### config.mk
export PLATFORM = sky130hd
export DESIGN_NAME = sat_bank_tracker
export DESIGN_NICKNAME = d
export VERILOG_FILES = /design/src/rtl/sat_pkg.sv /design/src/rtl/sat_slot.sv /design/src/rtl/sat_cmd_check.sv /design/src/rtl/sat_bank_tracker.sv
export SDC_FILE = /design/constraint.sdc
export NUM_CORES = 2
export LEC_CHECK = 0
export ABC_CLOCK_PERIOD_IN_PS = 6700
export BUFFER_PORTS_ARGS = -buffer_cell sky130_fd_sc_hd__buf_2
export CAP_MARGIN = 20
export CORE_MARGIN = 4
export CORE_UTILIZATION = 45
export CTS_BUF_LIST = sky130_fd_sc_hd__clkbuf_8
export CTS_CLUSTER_DIAMETER = 50
export CTS_CLUSTER_SIZE = 14
export DETAILED_ROUTE_END_ITERATION = 10
export GPL_TIMING_DRIVEN = 0
export PLACE_DENSITY = 0.58
export SLEW_MARGIN = 15
export SYNTH_ARGS = -nofsm -noshare
export SYNTH_HDL_FRONTEND = slang
export SYNTH_SLANG_ARGS = --single-unit
### constraint.sdc
create_clock -name clk -period 6.7 [get_ports clk]
set_input_delay 1.675 -clock clk [delete_from_list [all_inputs] [get_ports clk]]
set_output_delay 1.675 -clock clk [all_outputs]
set_load 0.03 [all_outputs]
### src/rtl/sat_pkg.sv
package sat_pkg;

    typedef enum logic [2:0] {
        OP_ACT = 3'd0,
        OP_PRE = 3'd1,
        OP_SEL = 3'd2,
        OP_RD  = 3'd3,
        OP_WR  = 3'd4
    } cmd_op_e;

    typedef enum logic [1:0] {
        CLS_HIT      = 2'd0,
        CLS_SWITCH   = 2'd1,
        CLS_ACTIVATE = 2'd2,
        CLS_CONFLICT = 2'd3
    } req_class_e;

    typedef enum logic {
        SA_PRECHARGED = 1'b0,
        SA_ACTIVATED  = 1'b1
    } sa_state_e;

endpackage

### src/rtl/sat_slot.sv
module sat_slot
    import sat_pkg::*;
#(
    parameter int LR_W = 9
) (
    input  logic            clk,
    input  logic            rst,
    input  logic            act_en,
    input  logic            pre_en,
    input  logic            sel_en,
    input  logic            desel_en,
    input  logic [LR_W-1:0] act_row,
    output logic            open_o,
    output logic            desig_o,
    output logic [LR_W-1:0] row_o
);

    sa_state_e       st_q, st_d;
    logic            desig_q, desig_d;
    logic [LR_W-1:0] row_q, row_d;

    // next state: ACT_OPEN, PRE_CLOSE, SEL_MARK, SEL_UNMARK
    always_comb begin
        st_d    = st_q;
        row_d   = row_q;
        desig_d = desig_q;
        unique case (st_q)
            SA_PRECHARGED: begin
                if (act_en) begin
                    st_d  = SA_ACTIVATED;
                    row_d = act_row;
                end
            end
            SA_ACTIVATED: begin
                if (pre_en) begin
                    st_d    = SA_PRECHARGED;
                    desig_d = 1'b0;
                end else if (sel_en) begin
                    desig_d = 1'b1;
                end else if (desel_en) begin
                    desig_d = 1'b0;
                end
            end
            default: st_d = SA_PRECHARGED;
        endcase
    end

    always_ff @(posedge clk) begin
        if (rst) begin
            st_q    <= SA_PRECHARGED;
            desig_q <= 1'b0;
            row_q   <= '0;
        end else begin
            st_q    <= st_d;
            desig_q <= desig_d;
            row_q   <= row_d;
        end
    end

    always_comb begin
        open_o  = (st_q == SA_ACTIVATED);
        desig_o = desig_q;
        row_o   = row_q;
    end

    AST_DESIG_NEEDS_OPEN: assert property (@(posedge clk) disable iff (rst)
        desig_q |-> (st_q == SA_ACTIVATED));

    AST_ACT_LOADS_ROW: assert property (@(posedge clk) disable iff (rst)
        (act_en && st_q == SA_PRECHARGED) |=> (st_q == SA_ACTIVATED && row_q == $past(act_row)));

endmodule

### src/rtl/sat_cmd_check.sv
module sat_cmd_check
    import sat_pkg::*;
(
    input  logic       cmd_valid,
    input  logic [2:0] cmd_op,
    input  logic       tgt_open,
    input  logic       tgt_desig,
    input  logic       tgt_match,
    output logic       illegal,
    output logic       apply
);

    logic bad;

    always_comb begin
        case (cmd_op)
            OP_ACT:        bad = tgt_open;
            OP_PRE:        bad = 1'b0;
            OP_SEL:        bad = !tgt_open;
            OP_RD, OP_WR:  bad = !(tgt_open && tgt_desig && tgt_match);
            default:       bad = 1'b1;
        endcase
        illegal = cmd_valid && bad;
        apply   = cmd_valid && !bad;
    end

endmodule

### src/rtl/sat_bank_tracker.sv
module sat_bank_tracker
    import sat_pkg::*;
#(
    parameter int NUM_BANKS     = 8,
    parameter int NUM_SUBARRAYS = 8,
    parameter int LR_W          = 9,
    parameter int BANK_W        = (NUM_BANKS > 1) ? $clog2(NUM_BANKS) : 1,
    parameter int ROW_W         = LR_W + $clog2(NUM_SUBARRAYS)
) (
    input  logic              clk,
    input  logic              rst,
    input  logic              cmd_valid,
    input  logic [2:0]        cmd_op,
    input  logic [BANK_W-1:0] cmd_bank,
    input  logic [ROW_W-1:0]  cmd_row,
    output logic              cmd_illegal,
    input  logic [BANK_W-1:0] req_bank,
    input  logic [ROW_W-1:0]  req_row,
    output logic [1:0]        req_class
);

    localparam int SA_W  = (NUM_SUBARRAYS > 1) ? $clog2(NUM_SUBARRAYS) : 1;
    localparam int NSLOT = NUM_BANKS * NUM_SUBARRAYS;
    localparam int IDX_W = (NSLOT > 1) ? $clog2(NSLOT) : 1;

    logic [SA_W-1:0]  cmd_sa, req_sa;
    logic [IDX_W-1:0] cmd_idx, req_idx;
    logic [NSLOT-1:0] slot_open, slot_desig;
    logic [LR_W-1:0]  slot_row [NSLOT];
    logic             tgt_open, tgt_desig, tgt_match, cmd_apply;
    req_class_e       cls;

    generate
        if (NUM_SUBARRAYS == 1) begin : g_one_sa
            assign cmd_sa = '0;
            assign req_sa = '0;
        end else begin : g_many_sa
            assign cmd_sa = cmd_row[ROW_W-1:LR_W];
            assign req_sa = req_row[ROW_W-1:LR_W];
        end
    endgenerate

    always_comb begin
        cmd_idx = IDX_W'(int'(cmd_bank) * NUM_SUBARRAYS + int'(cmd_sa));
        req_idx = IDX_W'(int'(req_bank) * NUM_SUBARRAYS + int'(req_sa));
    end

    always_comb begin
        tgt_open  = slot_open[cmd_idx];
        tgt_desig = slot_desig[cmd_idx];
        tgt_match = (slot_row[cmd_idx] == cmd_row[LR_W-1:0]);
    end

    sat_cmd_check u_check (
        .cmd_valid (cmd_valid),
        .cmd_op    (cmd_op),
        .tgt_open  (tgt_open),
        .tgt_desig (tgt_desig),
        .tgt_match (tgt_match),
        .illegal   (cmd_illegal),
        .apply     (cmd_apply)
    );

    generate
        for (genvar gi = 0; gi < NSLOT; gi++) begin : g_slot
            logic hit_slot, hit_bank;
            assign hit_slot = (cmd_idx == IDX_W'(gi));
            assign hit_bank = (cmd_bank == BANK_W'(gi / NUM_SUBARRAYS));

            sat_slot #(.LR_W(LR_W)) u_slot (
                .clk      (clk),
                .rst      (rst),
                .act_en   (cmd_apply && cmd_op == OP_ACT && hit_slot),
                .pre_en   (cmd_apply && cmd_op == OP_PRE && hit_slot),
                .sel_en   (cmd_apply && cmd_op == OP_SEL && hit_slot),
                .desel_en (cmd_apply && cmd_op == OP_SEL && hit_bank && !hit_slot),
                .act_row  (cmd_row[LR_W-1:0]),
                .open_o   (slot_open[gi]),
                .desig_o  (slot_desig[gi]),
                .row_o    (slot_row[gi])
            );
        end

        for (genvar gb = 0; gb < NUM_BANKS; gb++) begin : g_bank_chk
            AST_ONE_DESIG: assert property (@(posedge clk) disable iff (rst)
                $onehot0(slot_desig[gb*NUM_SUBARRAYS +: NUM_SUBARRAYS]));
        end
    endgenerate

    // request classification
    always_comb begin
        if (!slot_open[req_idx]) begin
            cls = CLS_ACTIVATE;
        end else if (slot_row[req_idx] != req_row[LR_W-1:0]) begin
            cls = CLS_CONFLICT;
        end else if (slot_desig[req_idx]) begin
            cls = CLS_HIT;
        end else begin
            cls = CLS_SWITCH;
        end
        req_class = cls;
    end

    AST_ILLEGAL_FROZEN: assert property (@(posedge clk) disable iff (rst)
        cmd_illegal |=> ($stable(slot_open) && $stable(slot_desig)));

    AST_IDLE_FROZEN: assert property (@(posedge clk) disable iff (rst)
        !cmd_valid |=> ($stable(slot_open) && $stable(slot_desig)));

    AST_PRE_CLOSES: assert property (@(posedge clk) disable iff (rst)
        (cmd_apply && cmd_op == OP_PRE) |=> (!slot_open[$past(cmd_idx)] && !slot_desig[$past(cmd_idx)]));

    AST_IDLE_LEGAL: assert property (@(posedge clk) disable iff (rst)
        !cmd_valid |-> !cmd_illegal);

endmodule

======== Word level (Yosys, flattened, before mapping) ========
Index checks and enable logic that the tools add are counted.
word-level totals
  flip-flop bits (word level) ............. 704
  latch bits .............................. 0
  bits in writable memories ............... 0
  bits in read-only memories .............. 0
  input bits .............................. 36
  output and inout bits ................... 3
  logic and storage cells ................. 1,276
  memories ................................ 0
operators by class
  $add $sub $neg .......................... 2
  $mul .................................... 0
  divide/modulo/power cells ............... 0
  $lt $le $gt $ge ......................... 4
  equal/unequal tests ..................... 76
  shift-type cells ........................ 0
  mux-type cells .......................... 402
  bitwise logic cells ..................... 66
  reductions and logical operators ........ 534
operator list
  kind                                                                   number
  1-bit two-way mux                                                      325
  1-bit logical AND                                                      271
  2-bit AND reduction                                                    128
  6-bit == test (second input constant)                                  32
  3-bit nonzero test                                                     64
  1-bit one-hot mux with 2 select lines                                  64
  9-bit binary-select mux with 6-bit select                              2
  6-bit by 5-bit == test with 1-bit output (second input constant)       16
  1-bit zero test                                                        67
  1-bit inverter                                                         64
  6-bit by 4-bit == test with 1-bit output (second input constant)       8
  9-bit two-way mux                                                      4
  1-bit binary-select mux with 6-bit select                              4
  6-bit by 3-bit == test with 1-bit output (second input constant)       4
  3-bit == test (second input constant)                                  5
  7-bit greater-or-equal comparator (second input constant)              2
  6-bit by 7-bit < comparator with 1-bit output (second input constant)  2
  6-bit inverter with 7-bit output                                       2
  6-bit by 3-bit adder with 6-bit output                                 2
  3-bit by 2-bit == test with 1-bit output (second input constant)       4
  6-bit by 2-bit == test with 1-bit output (second input constant)       2
  9-bit == test                                                          1
  9-bit inequality test                                                  1
  3-bit by 1-bit == test with 1-bit output (second input constant)       2
  6 further kinds                                                        8

======== Longest topological paths before layout ========
  depth in word-level cells ............... 17
  depth in mapped cells ................... 15
  gate-level depth less buffers ........... 9

======== Modules after synthesis ========
A second synthesis with hierarchy kept.
second synthesis, totals
  cells, all modules ...................... 4,387
  area, all modules ....................... 38,719.6 µm²
modules (own cells, without submodules)
  module            instances  cells each  area an instance (µm²)  seq. area each (µm²)
  sat_slot          64         49          394.1                   220.2
  sat_bank_tracker  1          1,243       13,442.9                0.0
  sat_cmd_check     1          8           52.6                    0.0

======== Least setup slack after synthesis ========
No wires, ideal clock.
  path kind ............................... input-to-output
  start ................................... input port req_row[9]
  end ..................................... output port req_class[0]
  arrival time ............................ 4.949 ns
  path slack .............................. 0.076 ns
  stages .................................. 8
  path through ............................ clkbuf_1 > buf_2 > buf_1 > buf_2 > mux4_2 > mux4_2 > mux4_2 > a31oi_1
between the ends
  word-level cells in the longest chain between the ends .. 8
ends and longest elaborated chain
  element                                                 line                    source
  start: declaration                                      sat_bank_tracker.sv:18  input logic [ROW_W-1:0] req_row,
  6-bit by 3-bit adder with 6-bit output *                sat_bank_tracker.sv:45  req_idx = IDX_W'(int'(req_bank) * NUM_SUBARRAYS + int'(req_sa));
  6-bit inverter with 7-bit output (implied by the code)  sat_bank_tracker.sv:94  end else if (slot_row[req_idx] != req_row[LR_W-1:0]) begin
  9-bit binary-select mux with 6-bit select               sat_bank_tracker.sv:94
  9-bit two-way mux (implied by the code) (2 in series)   sat_bank_tracker.sv:94
  9-bit inequality test                                   sat_bank_tracker.sv:94
  2-bit two-way mux                                       sat_bank_tracker.sv:94
  2-bit two-way mux *                                     sat_bank_tracker.sv:92  if (!slot_open[req_idx]) begin
  end: declaration                                        sat_bank_tracker.sv:19  output logic [1:0] req_class
Mark *: on every way between the ends. The rest lies on a longest branch, timed or not. The select of a mux whose other input is x is not followed.

======== Worst setup path in the final report ========
  start ................................... input port cmd_row[10]
  end ..................................... output port cmd_illegal
between the ends
  word-level cells in the longest chain between the ends .. 10
ends and longest elaborated chain
  element                                                 line                    source
  start: declaration                                      sat_bank_tracker.sv:15  input logic [ROW_W-1:0] cmd_row,
  6-bit by 3-bit adder with 6-bit output *                sat_bank_tracker.sv:44  cmd_idx = IDX_W'(int'(cmd_bank) * NUM_SUBARRAYS + int'(cmd_sa));
  6-bit inverter with 7-bit output (implied by the code)  sat_bank_tracker.sv:51  tgt_match = (slot_row[cmd_idx] == cmd_row[LR_W-1:0]);
  9-bit binary-select mux with 6-bit select               sat_bank_tracker.sv:51
  9-bit two-way mux (implied by the code) (2 in series)   sat_bank_tracker.sv:51
  9-bit == test                                           sat_bank_tracker.sv:51
  1-bit logical AND                                       sat_cmd_check.sv:20     OP_RD, OP_WR: bad = !(tgt_open && tgt_desig && tgt_match);
  1-bit zero test                                         sat_cmd_check.sv:20
  1-bit one-hot mux with 4 select lines *                 sat_cmd_check.sv:16     case (cmd_op)
  1-bit logical AND *                                     sat_cmd_check.sv:23     illegal = cmd_valid && bad;
  end: declaration                                        sat_bank_tracker.sv:16  output logic cmd_illegal,
Marked as above.

==> impl_metrics.csv <==
group,metric,value,unit
clock_network,cts_tree,"yes",
worst_setup_path,r2r_cells,10,
clock_network,cts_inserted_buffers,91,
timing,min_period_over_period,1.01,
timing,tightest_slew,1310,ps
worst_setup_path,r2r-end,"g_slot[15].u_slot.row_o[4]",
power,max-vdd-ir-drop,0.156,mV
detailed_routing,vias,40300,
power,power_leakage,14.0,nW
worst_setup_path,timing.rr.start,"g_slot[63].u_slot.open_o",
timing,finalHoldViolCount,0,
grt,grt.total_usage,0.525,
synth,yosys_warnings,0,
clock_network,clkSinkCount,704,
final_layout,final_common_cell,"dfxtp_1",
floorplanning,die_w,297,µm
synth,yosys.area_share.simple,0.191,
timing,final_max_slew_viol_count,0,
detailed_routing,first_pass_iters,9,
placement,dpl.hpwl,180,mm
grt,grt_pass1_wl,316,mm
synth,synth_edf_count,0,
final_layout,fin_util,0.526,
detailed_routing,wl_per_cell,44.3,µm
synth,synth_top_family_by_area,"multiplexers",
detailed_routing,antenna_left,0,
synth,synth_nets,4131,
detailed_routing,drc,0,
worst_setup_path,timing.reg2reg.setup_slack,2180,ps
grt,grt_max_degree,15,
synth,synth_xor_area_frac,0.00349,
floorplanning,dieArea,88200,µm²
synth,avgSynthCellArea,9.18,µm²
synth,synthAdderAreaFrac,0,
synth,ys_seq_area_frac,0.375,
grt,grt.overflow.total,0,
detailed_routing,viasPerCell,7.40,
worst_setup_path,critPathCaptureType,"output pin",
synth,yosysUniqueCellTypes,58,
final_layout,fillers,7898,
synth,synth_area,37600,µm²
timing,timing.slew.headroom,0.129,
timing,setup_viol,3,
timing,fmax,0.148,GHz
detailed_routing,drt-total-wl,241,mm
worst_setup_path,crit_path_max_fanout,10,
clock_network,clk_path_buf_depth,3,
final_layout,final_area,43400,µm²
synth,synth_cells,4095,
clock_network,cts_root_buf,"clkbuf_8",
worst_setup_path,critPathKind,"in2out",
grt,antenna_found_initial,18,
outcome,violations,"negative setup slack",
outcome,run_status,"finished with violations",
synth,async_flop_share,0,
timing,setup_ws,-66.4,ps
flow_run,drv_cap,0,
detailed_routing,drt-initial-drc-count,7862,
placement,placed_area,39400,µm²
final_layout,nNetsFinal,4316,
min_path,hold_depth,2,
synth,synth_compound_gate_area_share,0.126,
final_layout,final_cell_mix,"704 x dfxtp_1, 621 x a21oi_1, 605 x nand2_1, 546 x nand3_1, 371 x mux4_2",
min_path,hold_class,"reg2reg",
floorplanning,rows,105,
worst_setup_path,worstSetupStartpointType,"input port",
timing,period_minus_slack,6770,ps
clock_network,clk_pin_slew,80,ps
floorplanning,start_util,0.456,
floorplanning,die_y,297,µm
clock_network,insertion_delay,840,ps
timing,fin_skew,65.9,ps
min_path,hold_path_end,"g_slot[21].u_slot.row_o[8]",
synth,synth_ff_type,"dfxtp_1",
synth,synth_mux_area_frac,0.255,
worst_setup_path,worstPathArrival,5090,ps
floorplanning,coreArea,82500,µm²
placement,numPortBuffers,31,
floorplanning,ioPinCount,39,
worst_setup_path,required,5030,ps
power,powerDensity,211,nW/µm²
grt,grt_pass1_vias,35300,
timing,tns,-91.2,ps
clock_network,htree_levels,3,
min_path,hold_start,"g_slot[21].u_slot.row_o[8]",
final_layout,drive_gt1_frac,0.217,
synth,synth_seq_cells,704,
final_layout,area_growth_syn_to_layout,15.4,%
placement,globalplace.congestion,1.11,
[layout make-up]
class / instances / area [µm²] / area share
Multi-Input combinational cell: 2958 / 22100 / 0.510
Sequential cell: 704 / 14100 / 0.325
Inverter: 4 / 15.0 / 0.000346
Tap cell: 1070 / 1340 / 0.0309
Buffer: 427 / 2920 / 0.0673
Antenna cell: 20 / 50.0 / 0.00115
Timing Repair Buffer: 94 / 781 / 0.0180
Clock inverter: 67 / 677 / 0.0156
Clock buffer: 101 / 1390 / 0.0320
[synth_stat cells, drive strengths merged (3+ instances only)]
library cell,number,share of area
or4b,3,0.00080
mux4,371,0.22
nand3,551,0.073
mux2i,102,0.027
dfxtp,704,0.37
inv,4,0.00040
xor2,3,0.00070
a211o,3,0.00070
nand4bb,3,0.00090
mux2,19,0.0057
nand4,3,0.00050
nand2b,73,0.012
o22ai,26,0.0043
a21oi,624,0.083
nor3,75,0.010
nor2b,16,0.0027
a211oi,9,0.0018
nand2,636,0.065
xnor2,12,0.0028
clkbuf,276,0.028
or2,4,0.00067
nor2,186,0.019
or3,3,0.00050
nor3b,5,0.0010
or4,3,0.00060
a22oi,99,0.020
o21ai,71,0.0095
buf,153,0.021
nand4b,4,0.00093
nor4,13,0.0022
o211ai,7,0.0014
a31oi,4,0.00067
and3,3,0.00050
[per-stage QoR]
step / cells / worst slack (ps) / hold WS, ps / power, W
global placement: 5196 / -3420 / 450 / 0.00522
global route: 5427 / -19.2 / 484 / 0.00924
finish: 5445 / -66.4 / 470 / 0.00917
floorplan: 4095 / 76.4 / 438 / 0.00473
detailed placement: 5210 / -2250 / 457 / 0.00524
CTS: 5389 / 1.84 / 467 / 0.00897
[power breakdown]
part / internal [W] / switching, W
Combinational: 0.000305 / 0.000863
Sequential: 0.00418 / 0.00000345
Clock: 0.00175 / 0.00207
Total: 0.00624 / 0.00294
[kinds of logic (layout without fill, tap and decap cells)]
logic type | after synthesis | in the layout
other | 0 | 20
buffers and inverters | 433 | 693
flip-flops | 704 | 704
multiplexers | 492 | 492
AO/OA/AOI/OAI | 865 | 865
XOR/XNOR | 15 | 15
AND/OR/NAND/NOR | 1586 | 1586
[layer usage]
metal	vias up	track usage	wire (µm)
met5	-	0.00866	231
met4	8	0.378	22400
met3	1025	0.279	41600
met2	4014	0.697	92800
met1	19800	0.642	84000
li1	15400	-	-
[critical path: stages]
cell and delay, ps:
clkbuf_4 210, buf_12 210, buf_12 240, buf_12 250, buf_12 250, mux2_2 380, a311oi_1 400, nand3_2 260
nand3_2 190, xnor2_2 90, nor4_4 400, and4b_1 240, nor3_1 50, buf_2 180
[how the worst max path moves through the flow]
stage / cells past startpoint / to / start / slack (ps)
2_1_floorplan: 8 / req_class[0] / req_row[9] / 80
3_3_place_gp: 12 / req_class[1] / req_row[10] / -3420
3_5_place_dp: 14 / cmd_illegal / cmd_row[10] / -2250
4_1_cts: 13 / cmd_illegal / cmd_bank[2] / 2
5_1_grt: 14 / cmd_illegal / cmd_row[10] / -20
6_report: 14 / cmd_illegal / cmd_row[10] / -70
[sequential cells by signal, summed over array words and instances, names as in the netlist]
name / count
g_slot.u_slot.row_o: 576
g_slot.u_slot.desig_o: 64
g_slot.u_slot.open_o: 64
[timing repair]
item | CTS | global route
gates resized for setup | 331 | 89
buffers inserted | 12 | 34
pin swaps | 10 | 14
setup endpoints to repair | 3 | 3
hold buffers | 0 | 0
(Power assumes the default switching activity.)
